<file path="config.mk">
export PLATFORM = sky130hd
export DESIGN_NAME = ccd_line_timing
export DESIGN_NICKNAME = d
export VERILOG_FILES = /design/src/rtl/ccd_tg_pkg.sv /design/src/rtl/ccd_tg_seq.sv /design/src/rtl/ccd_tg_region.sv /design/src/rtl/ccd_tg_drv.sv /design/src/rtl/ccd_line_timing.sv
export SDC_FILE = /design/constraint.sdc
export NUM_CORES = 1
export LEC_CHECK = 0
export BUFFER_PORTS_ARGS = -buffer_cell sky130_fd_sc_hd__buf_4
export CAP_MARGIN = 20
export CORE_MARGIN = 2
export CORE_UTILIZATION = 36
export DETAILED_ROUTE_END_ITERATION = 12
export PLACE_DENSITY = 0.64
export SLEW_MARGIN = 15
export SYNTH_ARGS = -nofsm -noshare
export SYNTH_HDL_FRONTEND = slang
export SYNTH_HIERARCHICAL = 1
export SYNTH_SLANG_ARGS = --single-unit
</file>
<file path="constraint.sdc">
create_clock -name clk_i -period 4.35 [get_ports clk_i]
set_input_delay 0.435 -clock clk_i [delete_from_list [all_inputs] [get_ports clk_i]]
set_output_delay 0.435 -clock clk_i [all_outputs]
set_load 0.01 [all_outputs]
</file>
<file path="src/rtl/ccd_tg_pkg.sv">
package ccd_tg_pkg;
  typedef enum logic [2:0] {
    ST_IDLE  = 3'd0,
    ST_PRE   = 3'd1,
    ST_TG    = 3'd2,
    ST_POST  = 3'd3,
    ST_SHIFT = 3'd4
  } seq_state_e;

  typedef enum logic [1:0] {
    RG_DUMMY   = 2'd0,
    RG_BLACK   = 2'd1,
    RG_INVALID = 2'd2,
    RG_VALID   = 2'd3
  } region_e;
endpackage

</file>
<file path="src/rtl/ccd_tg_seq.sv">
module ccd_tg_seq
  import ccd_tg_pkg::*;
#(
  parameter int unsigned PIX_CYC = 4,
  parameter int unsigned N_SLOTS = 3719,
  parameter int unsigned WW      = 16,
  parameter int unsigned CW      = 8,
  parameter int unsigned PCW     = 2,
  parameter int unsigned SW      = 12
) (
  input  logic          clk_i,
  input  logic          rst_ni,
  input  logic          start_i,
  input  logic          mode_i,
  input  logic [WW-1:0] tg_width_i,
  input  logic [WW-1:0] guard_i,
  input  logic [CW-1:0] rs_width_i,
  input  logic [CW-1:0] cp_width_i,
  output seq_state_e    state_o,
  output logic [PCW-1:0] ph_o,
  output logic [SW-1:0] slot_o,
  output logic          line_end_o,
  output logic          mode_o,
  output logic [CW-1:0] rsw_o,
  output logic [CW-1:0] cpw_o
);
  seq_state_e     state_q, state_d;
  logic [WW-1:0]  dur_q, lim;
  logic [PCW-1:0] ph_q;
  logic [SW-1:0]  slot_q;
  logic [WW-1:0]  tgw_q, grd_q;
  logic           mode_q;
  logic [CW-1:0]  rsw_q, cpw_q;
  logic           dur_end, ph_end, slot_end, line_end;

  assign lim      = (state_q == ST_TG) ? tgw_q : grd_q;
  // zero width behaves as one clock
  assign dur_end  = ({1'b0, dur_q} + (WW+1)'(1)) >= {1'b0, lim};
  assign ph_end   = ph_q == PCW'(PIX_CYC - 1);
  assign slot_end = slot_q == SW'(N_SLOTS - 1);
  assign line_end = (state_q == ST_SHIFT) && ph_end && slot_end;

  always_comb begin
    state_d = state_q;
    unique case (state_q)
      ST_IDLE:  if (start_i)  state_d = ST_PRE;
      ST_PRE:   if (dur_end)  state_d = ST_TG;
      ST_TG:    if (dur_end)  state_d = ST_POST;
      ST_POST:  if (dur_end)  state_d = ST_SHIFT;
      ST_SHIFT: if (line_end) state_d = ST_IDLE;
      default:                state_d = ST_IDLE;
    endcase
  end

  always_ff @(posedge clk_i or negedge rst_ni) begin
    if (!rst_ni) begin
      state_q <= ST_IDLE;
      dur_q   <= '0;
      ph_q    <= '0;
      slot_q  <= '0;
      tgw_q   <= '0;
      grd_q   <= '0;
      mode_q  <= 1'b0;
      rsw_q   <= '0;
      cpw_q   <= '0;
    end else begin
      state_q <= state_d;
      if (state_d != state_q) begin
        dur_q <= '0;
        ph_q  <= '0;
      end else begin
        dur_q <= dur_q + WW'(1);
        ph_q  <= ph_end ? '0 : ph_q + PCW'(1);
      end
      if (state_q == ST_POST) slot_q <= '0;
      else if (state_q == ST_SHIFT && ph_end) slot_q <= slot_end ? '0 : slot_q + SW'(1);
      // settings track the inputs only while idle
      if (state_q == ST_IDLE) begin
        tgw_q  <= tg_width_i;
        grd_q  <= guard_i;
        mode_q <= mode_i;
        rsw_q  <= rs_width_i;
        cpw_q  <= cp_width_i;
      end
    end
  end

  assign state_o    = state_q;
  assign ph_o       = ph_q;
  assign slot_o     = slot_q;
  assign line_end_o = line_end;
  assign mode_o     = mode_q;
  assign rsw_o      = rsw_q;
  assign cpw_o      = cpw_q;

  a_r8_hold_busy: assert property (@(posedge clk_i) disable iff (!rst_ni)
    (state_q != ST_IDLE && !line_end) |=> (state_q != ST_IDLE));
  a_r1_slot_steady: assert property (@(posedge clk_i) disable iff (!rst_ni)
    (state_q == ST_SHIFT && !ph_end) |=> $stable(slot_q));
endmodule

</file>
<file path="src/rtl/ccd_tg_region.sv">
module ccd_tg_region
  import ccd_tg_pkg::*;
#(
  parameter int unsigned SW         = 12,
  parameter int unsigned S_DUMMY    = 15,
  parameter int unsigned S_BLACK    = 48,
  parameter int unsigned S_GAP_LEAD = 3,
  parameter int unsigned S_ACTIVE   = 3650
) (
  input  logic [SW-1:0] slot_i,
  output region_e       region_o
);
  localparam int unsigned NB = 4;
  localparam int unsigned LEN [NB] = '{S_DUMMY, S_BLACK, S_GAP_LEAD, S_ACTIVE};
  localparam region_e     TAG [NB] = '{RG_DUMMY, RG_BLACK, RG_INVALID, RG_VALID};

  logic [31:0] slot_w;
  logic [NB-1:0] below;
  assign slot_w = 32'(slot_i);

  for (genvar g = 0; g < NB; g++) begin : g_bound
    localparam int unsigned EDGE = LEN[0] + ((g >= 1) ? LEN[1] : 0)
                                 + ((g >= 2) ? LEN[2] : 0) + ((g >= 3) ? LEN[3] : 0);
    assign below[g] = slot_w < EDGE;
  end

  always_comb begin
    region_o = RG_INVALID; // trailing gap
    for (int i = NB - 1; i >= 0; i--) begin
      if (below[i]) region_o = TAG[i];
    end
  end
endmodule

</file>
<file path="src/rtl/ccd_tg_drv.sv">
module ccd_tg_drv
  import ccd_tg_pkg::*;
#(
  parameter int unsigned PIX_CYC = 4,
  parameter int unsigned PCW     = 2,
  parameter int unsigned CW      = 8
) (
  input  logic           clk_i,
  input  logic           rst_ni,
  input  seq_state_e     state_i,
  input  logic [PCW-1:0] ph_i,
  input  logic           line_end_i,
  input  logic           mode_i,
  input  logic [CW-1:0]  rsw_i,
  input  logic [CW-1:0]  cpw_i,
  input  region_e       region_i,
  output logic           tg_o,
  output logic           ph1_o,
  output logic           ph2_o,
  output logic           ph1_last_o,
  output logic           rs_o,
  output logic           cp_o,
  output logic           stb_o,
  output logic [1:0]     region_o,
  output logic           busy_o,
  output logic           done_o
);
  localparam int unsigned HALF = PIX_CYC / 2;
  localparam int unsigned XW   = (PCW > CW) ? PCW + 1 : CW + 1;

  logic          shifting, near_tg;
  logic [XW-1:0] ph_w, rs_w, cp_end;
  logic          rs_pulse, cp_pulse, ph1_d, rs_d, cp_d;

  assign shifting = state_i == ST_SHIFT;
  assign near_tg  = state_i inside {ST_PRE, ST_TG, ST_POST};
  assign ph_w     = XW'(ph_i);
  assign rs_w     = XW'(rsw_i);
  assign cp_end   = XW'(rsw_i) + XW'(cpw_i);
  assign rs_pulse = ph_w < rs_w;
  assign cp_pulse = (ph_w >= rs_w) && (ph_w < cp_end);
  assign ph1_d    = shifting ? (ph_i >= PCW'(HALF)) : 1'b1;
  assign rs_d     = (mode_i && near_tg) ? 1'b1 : rs_pulse;
  assign cp_d     = mode_i ? (state_i != ST_TG) : cp_pulse;

  always_ff @(posedge clk_i or negedge rst_ni) begin
    if (!rst_ni) begin
      tg_o       <= 1'b0;
      ph1_o      <= 1'b1;
      ph2_o      <= 1'b0;
      ph1_last_o <= 1'b1;
      rs_o       <= 1'b0;
      cp_o       <= 1'b0;
      stb_o      <= 1'b0;
      region_o   <= RG_DUMMY;
      busy_o     <= 1'b0;
      done_o     <= 1'b0;
    end else begin
      tg_o       <= state_i == ST_TG;
      ph1_o      <= ph1_d;
      ph2_o      <= ~ph1_d;
      ph1_last_o <= ph1_d;
      rs_o       <= rs_d;
      cp_o       <= cp_d;
      stb_o      <= shifting && (ph_i == '0);
      region_o   <= shifting ? region_i : RG_DUMMY;
      busy_o     <= state_i != ST_IDLE;
      done_o     <= line_end_i;
    end
  end

  a_r4_quiet_in_tg: assert property (@(posedge clk_i) disable iff (!rst_ni)
    tg_o |-> (ph1_o && $stable(ph1_o)));
  a_r1_fall_on_stb: assert property (@(posedge clk_i) disable iff (!rst_ni)
    $fell(ph1_o) |-> stb_o);
  a_r2_region_on_stb: assert property (@(posedge clk_i) disable iff (!rst_ni)
    (busy_o && !$stable(region_o)) |-> stb_o);
  a_r6_rs_held: assert property (@(posedge clk_i) disable iff (!rst_ni)
    (mode_i && tg_o) |-> rs_o);
  a_r7_done_in_busy: assert property (@(posedge clk_i) disable iff (!rst_ni)
    done_o |-> busy_o);
  a_r7_done_last: assert property (@(posedge clk_i) disable iff (!rst_ni)
    done_o |=> !busy_o);
endmodule

</file>
<file path="src/rtl/ccd_line_timing.sv">
module ccd_line_timing
  import ccd_tg_pkg::*;
#(
  parameter int unsigned PIX_CYC    = 4,
  parameter int unsigned DUMMY_PIX  = 30,
  parameter int unsigned BLACK_PIX  = 96,
  parameter int unsigned GAP_PIX    = 6,
  parameter int unsigned ACTIVE_PIX = 7300,
  parameter int unsigned TAIL_PIX   = 6,
  parameter int unsigned WW         = 16,
  parameter int unsigned CW         = 8
) (
  input  logic          clk_i,
  input  logic          rst_ni,
  input  logic          start_i,
  input  logic          line_clamp_i,
  input  logic [WW-1:0] tg_width_i,
  input  logic [WW-1:0] guard_i,
  input  logic [CW-1:0] rs_width_i,
  input  logic [CW-1:0] clamp_width_i,
  output logic          tg_o,
  output logic          ph1_o,
  output logic          ph2_o,
  output logic          ph1_last_o,
  output logic          rs_o,
  output logic          cp_o,
  output logic          pix_stb_o,
  output logic [1:0]    region_o,
  output logic          busy_o,
  output logic          done_o
);
  // odd/even outputs shift together: one slot per pixel pair
  localparam int unsigned S_DUMMY  = DUMMY_PIX / 2;
  localparam int unsigned S_BLACK  = BLACK_PIX / 2;
  localparam int unsigned S_GAP    = GAP_PIX / 2;
  localparam int unsigned S_ACTIVE = ACTIVE_PIX / 2;
  localparam int unsigned S_TAIL   = TAIL_PIX / 2;
  localparam int unsigned N_SLOTS  = S_DUMMY + S_BLACK + S_GAP + S_ACTIVE + S_TAIL;
  localparam int unsigned PCW      = (PIX_CYC > 2) ? $clog2(PIX_CYC) : 1;
  localparam int unsigned SW       = $clog2(N_SLOTS);

  seq_state_e     state;
  logic [PCW-1:0] ph;
  logic [SW-1:0]  slot;
  logic           line_end, mode;
  logic [CW-1:0]  rsw, cpw;
  region_e        region;

  ccd_tg_seq #(
    .PIX_CYC(PIX_CYC), .N_SLOTS(N_SLOTS), .WW(WW), .CW(CW), .PCW(PCW), .SW(SW)
  ) u_seq (
    .clk_i(clk_i), .rst_ni(rst_ni), .start_i(start_i), .mode_i(line_clamp_i),
    .tg_width_i(tg_width_i), .guard_i(guard_i), .rs_width_i(rs_width_i),
    .cp_width_i(clamp_width_i), .state_o(state), .ph_o(ph), .slot_o(slot),
    .line_end_o(line_end), .mode_o(mode), .rsw_o(rsw), .cpw_o(cpw)
  );

  ccd_tg_region #(
    .SW(SW), .S_DUMMY(S_DUMMY), .S_BLACK(S_BLACK), .S_GAP_LEAD(S_GAP), .S_ACTIVE(S_ACTIVE)
  ) u_region (
    .slot_i(slot), .region_o(region)
  );

  ccd_tg_drv #(
    .PIX_CYC(PIX_CYC), .PCW(PCW), .CW(CW)
  ) u_drv (
    .clk_i(clk_i), .rst_ni(rst_ni), .state_i(state), .ph_i(ph), .line_end_i(line_end),
    .mode_i(mode), .rsw_i(rsw), .cpw_i(cpw), .region_i(region),
    .tg_o(tg_o), .ph1_o(ph1_o), .ph2_o(ph2_o), .ph1_last_o(ph1_last_o), .rs_o(rs_o),
    .cp_o(cp_o), .stb_o(pix_stb_o), .region_o(region_o), .busy_o(busy_o), .done_o(done_o)
  );
endmodule

</file>
### After elaboration in Yosys (flattened, before gate mapping)

Index checks and enable logic that the tools add are counted.

| operators by class | value |
|---|---|
| magnitude comparators | 9 |
| mux-type cells | 21 |
| equal/unequal tests | 8 |
| reduce and logical (&&, ||, !) cells | 10 |
| bitwise operators | 1 |
| add/subtract/negate cells | 5 |

Operators with widths:

| cell | count |
|---|---|
| two-way mux 12 bit | 3 |
| two-way mux 16 bit | 2 |
| adder 16 x 1 -> 17 bit, second input constant | 1 |
| greater-or-equal comparator 17 x 16 -> 1 bit | 1 |
| adder 16 x 1 -> 16 bit, second input constant | 1 |
| two-way mux 3 bit | 5 |
| one-hot mux 3 bit (5 select lines) | 1 |
| adder 12 x 1 -> 12 bit, second input constant | 1 |
| == test 12 bit, second input constant | 1 |
| < comparator 12 bit, second input constant | 1 |
| < comparator 12 x 4 -> 1 bit, second input constant | 1 |
| < comparator 12 x 6 -> 1 bit, second input constant | 1 |
| < comparator 12 x 7 -> 1 bit, second input constant | 1 |
| two-way mux 2 bit | 5 |
| adder 8 x 8 -> 9 bit | 1 |
| < comparator 2 x 9 -> 1 bit | 1 |
| greater-or-equal comparator 2 x 8 -> 1 bit | 1 |
| < comparator 2 x 8 -> 1 bit | 1 |
| == test 3 x 2 -> 1 bit, second input constant | 2 |
| nonzero test 3 bit | 2 |
| logical AND 1 bit | 5 |
| two-way mux 1 bit | 5 |
| == test 3 x 1 -> 1 bit, second input constant | 1 |
| == test 3 bit, second input constant | 1 |
| 9 further kinds | 9 |

| storage, ports and cells | value |
|---|---|
| word-level logic and storage cells | 72 |
| bits in registers | 92 |
| input port bits | 52 |
| output and inout bits | 11 |

### Longest topological paths before layout

| logic depth | value |
|---|---|
| depth in word-level cells | 7 |
| depth in mapped cells | 15 |
| depth with buffers taken out | 13 |

### Cells and area by module

Netlist, hierarchy kept.

Modules (own cells, without submodules):

| module | cells an instance | times used | seq. area each (sq um) | area each (sq um) |
|---|---|---|---|---|
| ccd_tg_seq | 354 | 1 | 2052.0 | 4058.9 |
| ccd_tg_drv | 56 | 1 | 251.5 | 626.9 |
| ccd_tg_region | 13 | 1 | 0.0 | 95.1 |

### Worst setup path after synthesis

No wires, ideal clock.

| path | value |
|---|---|
| path kind | reg-to-reg |
| start point | register u_seq.state_q[2] (netlist: u_seq/state_o[2]) |
| end point | register u_seq.dur_q[10] |
| cell stages (with the launch flop) | 15 |
| library setup time | 0.072 ns |
| clock period less this slack | 3.562 ns |
| arrival time | 3.491 ns |
| path slack | 0.788 ns |
| data required time | 4.278 ns |
| path through | dfrtp_1 > clkbuf_1 > nand2b_1 > nor2_1 > buf_2 > mux2i_1 > ha_1 > and3_1 > a221oi_1 > o211ai_1 > and2_1 > o31a_1 > buf_6 > buf_6 > nor2_1 |

| between the ends | value |
|---|---|
| longest elaborated chain between the ends | 7 |
| elaborated cells between the ends (all ways) | 17 |
| classes of those cells | order compare (1); eq/ne (5); mux (8); reduce/logical (3) |

RTL lines:

| item | RTL line | RTL |
|---|---|---|
| from (decl) | ccd_tg_seq.sv:27 | `seq_state_e state_q, state_d;` |
| from (signal assigned) | ccd_tg_seq.sv:67 | `state_q <= state_d;` |
| == test 3 x 2 -> 1 bit / == test 3 bit (equally long branches) | ccd_tg_seq.sv:36, ccd_tg_seq.sv:45, ccd_tg_seq.sv:41 |  |
| two-way mux 16 bit / logical AND 1 bit (equally long branches) | ccd_tg_seq.sv:36, ccd_tg_seq.sv:41 |  |
| greater-or-equal comparator 17 x 16 -> 1 bit / logical AND 1 bit (equally long branches) | ccd_tg_seq.sv:38, ccd_tg_seq.sv:41 |  |
| two-way mux 3 bit (on tied branches) | - |  |
| one-hot mux 3 bit (5 select lines) | ccd_tg_seq.sv:45 | `unique case (state_q)` |
| != test 3 bit (*) | ccd_tg_seq.sv:68 | `if (state_d != state_q) begin` |
| two-way mux 16 bit (*) | ccd_tg_seq.sv:68 |  |
| to (signal assigned) | ccd_tg_seq.sv:72 | `dur_q <= dur_q + WW'(1);` |
| to (decl) | ccd_tg_seq.sv:28 | `logic [WW-1:0] dur_q, lim;` |

Every way passes the cells marked *; elsewhere a longest branch is shown, timed or not.
A chain may end at the register's enable or synchronous reset.

### Worst setup path after layout

| path | value |
|---|---|
| start point | register u_seq.dur_q[0] |
| end point | register u_seq.dur_q[5] |

| between the ends | value |
|---|---|
| longest elaborated chain between the ends | 6 |
| elaborated cells between the ends (all ways) | 9 |
| classes of those cells | add/sub (2); order compare (1); eq/ne (1); mux (5) |

RTL lines:

| item | RTL line | RTL |
|---|---|---|
| adder 16 x 1 -> 17 bit | ccd_tg_seq.sv:38 | `assign dur_end = ({1'b0, dur_q} + (WW+1)'(1)) >= {1'b0, lim};` |
| greater-or-equal comparator 17 x 16 -> 1 bit | ccd_tg_seq.sv:38 |  |
| two-way mux 3 bit (on tied branches) | ccd_tg_seq.sv:49, ccd_tg_seq.sv:47, ccd_tg_seq.sv:48 |  |
| one-hot mux 3 bit (5 select lines) | ccd_tg_seq.sv:45 |  |
| != test 3 bit | ccd_tg_seq.sv:68 |  |
| two-way mux 16 bit (*) | ccd_tg_seq.sv:68 |  |

Marks and branches as above.

==> run metrics <==
setup TNS 0 ns; Total Wirelength 9020 µm; Slew @ Worst Pin 0.708 ns; CTS Hold Buffers Added 0; width of the die 119 µm; grt ovf 0; min-delay worst type primary input to async pin; Crit Reg-Reg Startpoint u_seq/dur_q[0]; vias in the first global route 3382; critical path type register to register; Worst Path Arrival 3.98 ns; pre-CTS setup slack 0.561 ns; CP Launch Point u_seq/dur_q[0]; final setup margin 0.574 ns; FF+latch count, synth 92; total CTS buffers 9; Clock Pin Slew Worst Setup and Hold Paths 0.06 ns; post-synthesis net count 507; Die Ht 119 µm; total setup buffers inserted after CTS 0; die area 0.0142 mm²; maxcap violations 0; NumNets Final 571; crit path capture type register; Post-synth EDFFs 0; warning count from the yosys run 6; Clock Path Buffers 2; CTS Sinks 92; htree depth 3; filler cell count 1230; top_reg_cell synth dfrtp_1; Mean Syn Cell Area 11.3 µm²; total core area 0.0131 mm²; FFs w/ async S/R, synth 1.00; antenna diode count 0; Clock Latency Late Sink 0.35 ns; Vias/cell 4.92; maximum fanout along the worst path 18; final slew viol count 0; IO Port Bufs 62; Fmax achieved 0.265 GHz; first-pass GRT wire length 16000 µm; I/O pin count 63; required time of the critical path 4.56 ns; Post-DP HPWL 6620 µm; Synth area leader dfrtp_1; starting density of the core 0.365; initial antenna violation count 0; gate count of the mapped netlist 423; period utilization 0.868; ANT nets after route 0; Max VDD drop 0.351 mV; residual DRC count 0; Finish-stage setup viols 0; element type at the critical path start register; synth top area cells dfrtp_1 (48%), mux2_2 (12%), ha_1 (8.1%), mux2i_1 (3.3%), nor2_1 (3.2%); Mapped Area 0.00478 mm²; count of different cell masters after synthesis 56; Max-slew headroom 0.528; top cell type's share of synthesized area 0.476; FP Rows 42; pwr dens 636 mW/mm²; Fin Clk Skew 0.00618 ns; detailed-router iteration count before antenna repair 4; initial drt markers 96; leak pwr 2.74 nW; post-synthesis sequential area ratio 0.482; Wirelength per Cell 13.5 µm; RSZ-0062 raised after global routing false; largest net degree at the start of global routing 56; via count 3287; GRT Total Usage 0.142; P&R area growth vs syn 20.6%; Fin. Hold Viols 0; fin crit period 3.78 ns; gpl congestion 0.853; status complete, no violations; Resized cells post-CTS 0; Root Driver clkbuf_16; layout cell share with drive strength beyond 1 0.287; TritonCTS clock tree yes
-- metal layers --
metal	vias up	wire (µm)	track usage
li1	1623	-	-
met1	1597	4050	0.180
met2	58	4400	0.230
met3	9	430	0.0460
met4	0	131	0.0476
met5	-	0	0
-- Yosys cell counts (4+ instances only) --
master and number:
nor2b_1 4, clkbuf_1 7, nand2b_1 5, xnor2_1 13, nand3_1 13, a21oi_1 9, and3_1 10, mux2i_1 16
inv_1 24, nand2_1 18, mux2_2 50, xor2_1 8, nor3_1 9, ha_1 31, nand4_1 6, o21ai_0 13
nor2_1 41, dfrtp_1 91
-- per-stage QoR --
| stage | instances | power (W) | util | cell area [µm²] | hold slack, ns |
|---|---|---|---|---|---|
| floorplan | 423 | 0.00248 | - | 4780 | 0.139 |
| global placement | 652 | 0.00278 | 0.415 | 5440 | 0.486 |
| detailed placement | 652 | 0.00285 | 0.415 | 5440 | 0.495 |
| CTS | 668 | 0.00373 | 0.441 | 5760 | 0.144 |
| global route | 668 | 0.00399 | 0.441 | 5760 | 0.173 |
| finish | 668 | 0.00367 | 0.441 | 5760 | 0.129 |
-- area by class of cell --
class                      instances  area (µm²)  area share
sequential                        92        2300       0.400
clock inverter                     3        68.8      0.0119
timing repair buffer              66         495      0.0860
multi-input combinational        294        2330       0.404
inverter                          24        90.1      0.0156
tap                              176         220      0.0382
clock buffer                      13         260      0.0451
-- cell usage in the layout (no fill, tap or decap), types with 9 or more instances in the layout --
| cell type | Yosys | routed |
|---|---|---|
| dfrtp_1 | 91 | 91 |
| nor2_1 | 41 | 40 |
| inv_1 | 24 | 24 |
| a21oi_1 | 9 | 9 |
| mux2i_1 | 16 | 16 |
| nand2_1 | 18 | 18 |
| xnor2_1 | 13 | 13 |
| ha_1 | 31 | 31 |
| mux2_2 | 50 | 50 |
| o21ai_0 | 13 | 13 |
| nand3_1 | 13 | 13 |
| buf_4 | 1 | 66 |
| clkbuf_16 | 0 | 9 |
| and3_1 | 10 | 10 |
-- sequential cells by signal, indices dropped and copies added, names as in the netlist, 2 cells and up --
signal / count
u_seq/dur_q: 16
u_seq/grd_q: 16
u_seq/tgw_q: 16
u_seq/slot_o: 12
u_seq/cpw_o: 8
u_seq/rsw_o: 8
u_seq/state_o: 3
u_drv/region_o: 2
u_seq/ph_o: 2
-- kinds of logic (layout without fill, tap and decap cells) --
kind of cell,count (synthesis),in the layout,share of synthesized area
AO/OA/AOI/OAI,44,44,0.0610
buffers and inverters,37,106,0.0332
multiplexers,66,66,0.151
XOR/XNOR,21,21,0.0385
AND/OR/NAND/NOR,131,131,0.149
flip-flops,92,92,0.482
adder cells (fa/ha/maj),32,32,0.0853
-- final timing paths --
kind,to,slack [ns],depth (start not counted)
worst max-delay path,u_seq/dur_q[5],0.57,13
worst min-delay path,u_seq/grd_q[6],0.13,1
worst max register to register,u_seq/dur_q[5],0.57,13
worst min register to register,u_seq/tgw_q[14],0.51,1
max in group asynchronous,u_drv/ph1_last_o,3.27,2
min in group clk_i,u_seq/grd_q[14],0.31,2
-- where the power goes --
group	internal (W)	total [W]	switching (W)
registers	0.00118	0.00141	0.000238
clock network	0.000536	0.000857	0.000320
logic	0.000719	0.00140	0.000677
total	0.00243	0.00367	0.00124
-- critical path, cell delays in order, from the launching register on --
cell and delay [ns]:
dfrtp_1 0.43, ha_1 0.24, nand4_1 0.16, nor3_1 0.47, and2_1 0.21, xnor2_1 0.14
inv_1 0.08, ha_1 0.30, nand3_1 0.08, nor3_1 0.40, nand3_1 0.14, nand4_1 0.25
o31a_1 0.61, nor2b_1 0.11
No activity file was read; power rests on OpenSTA's default activity.
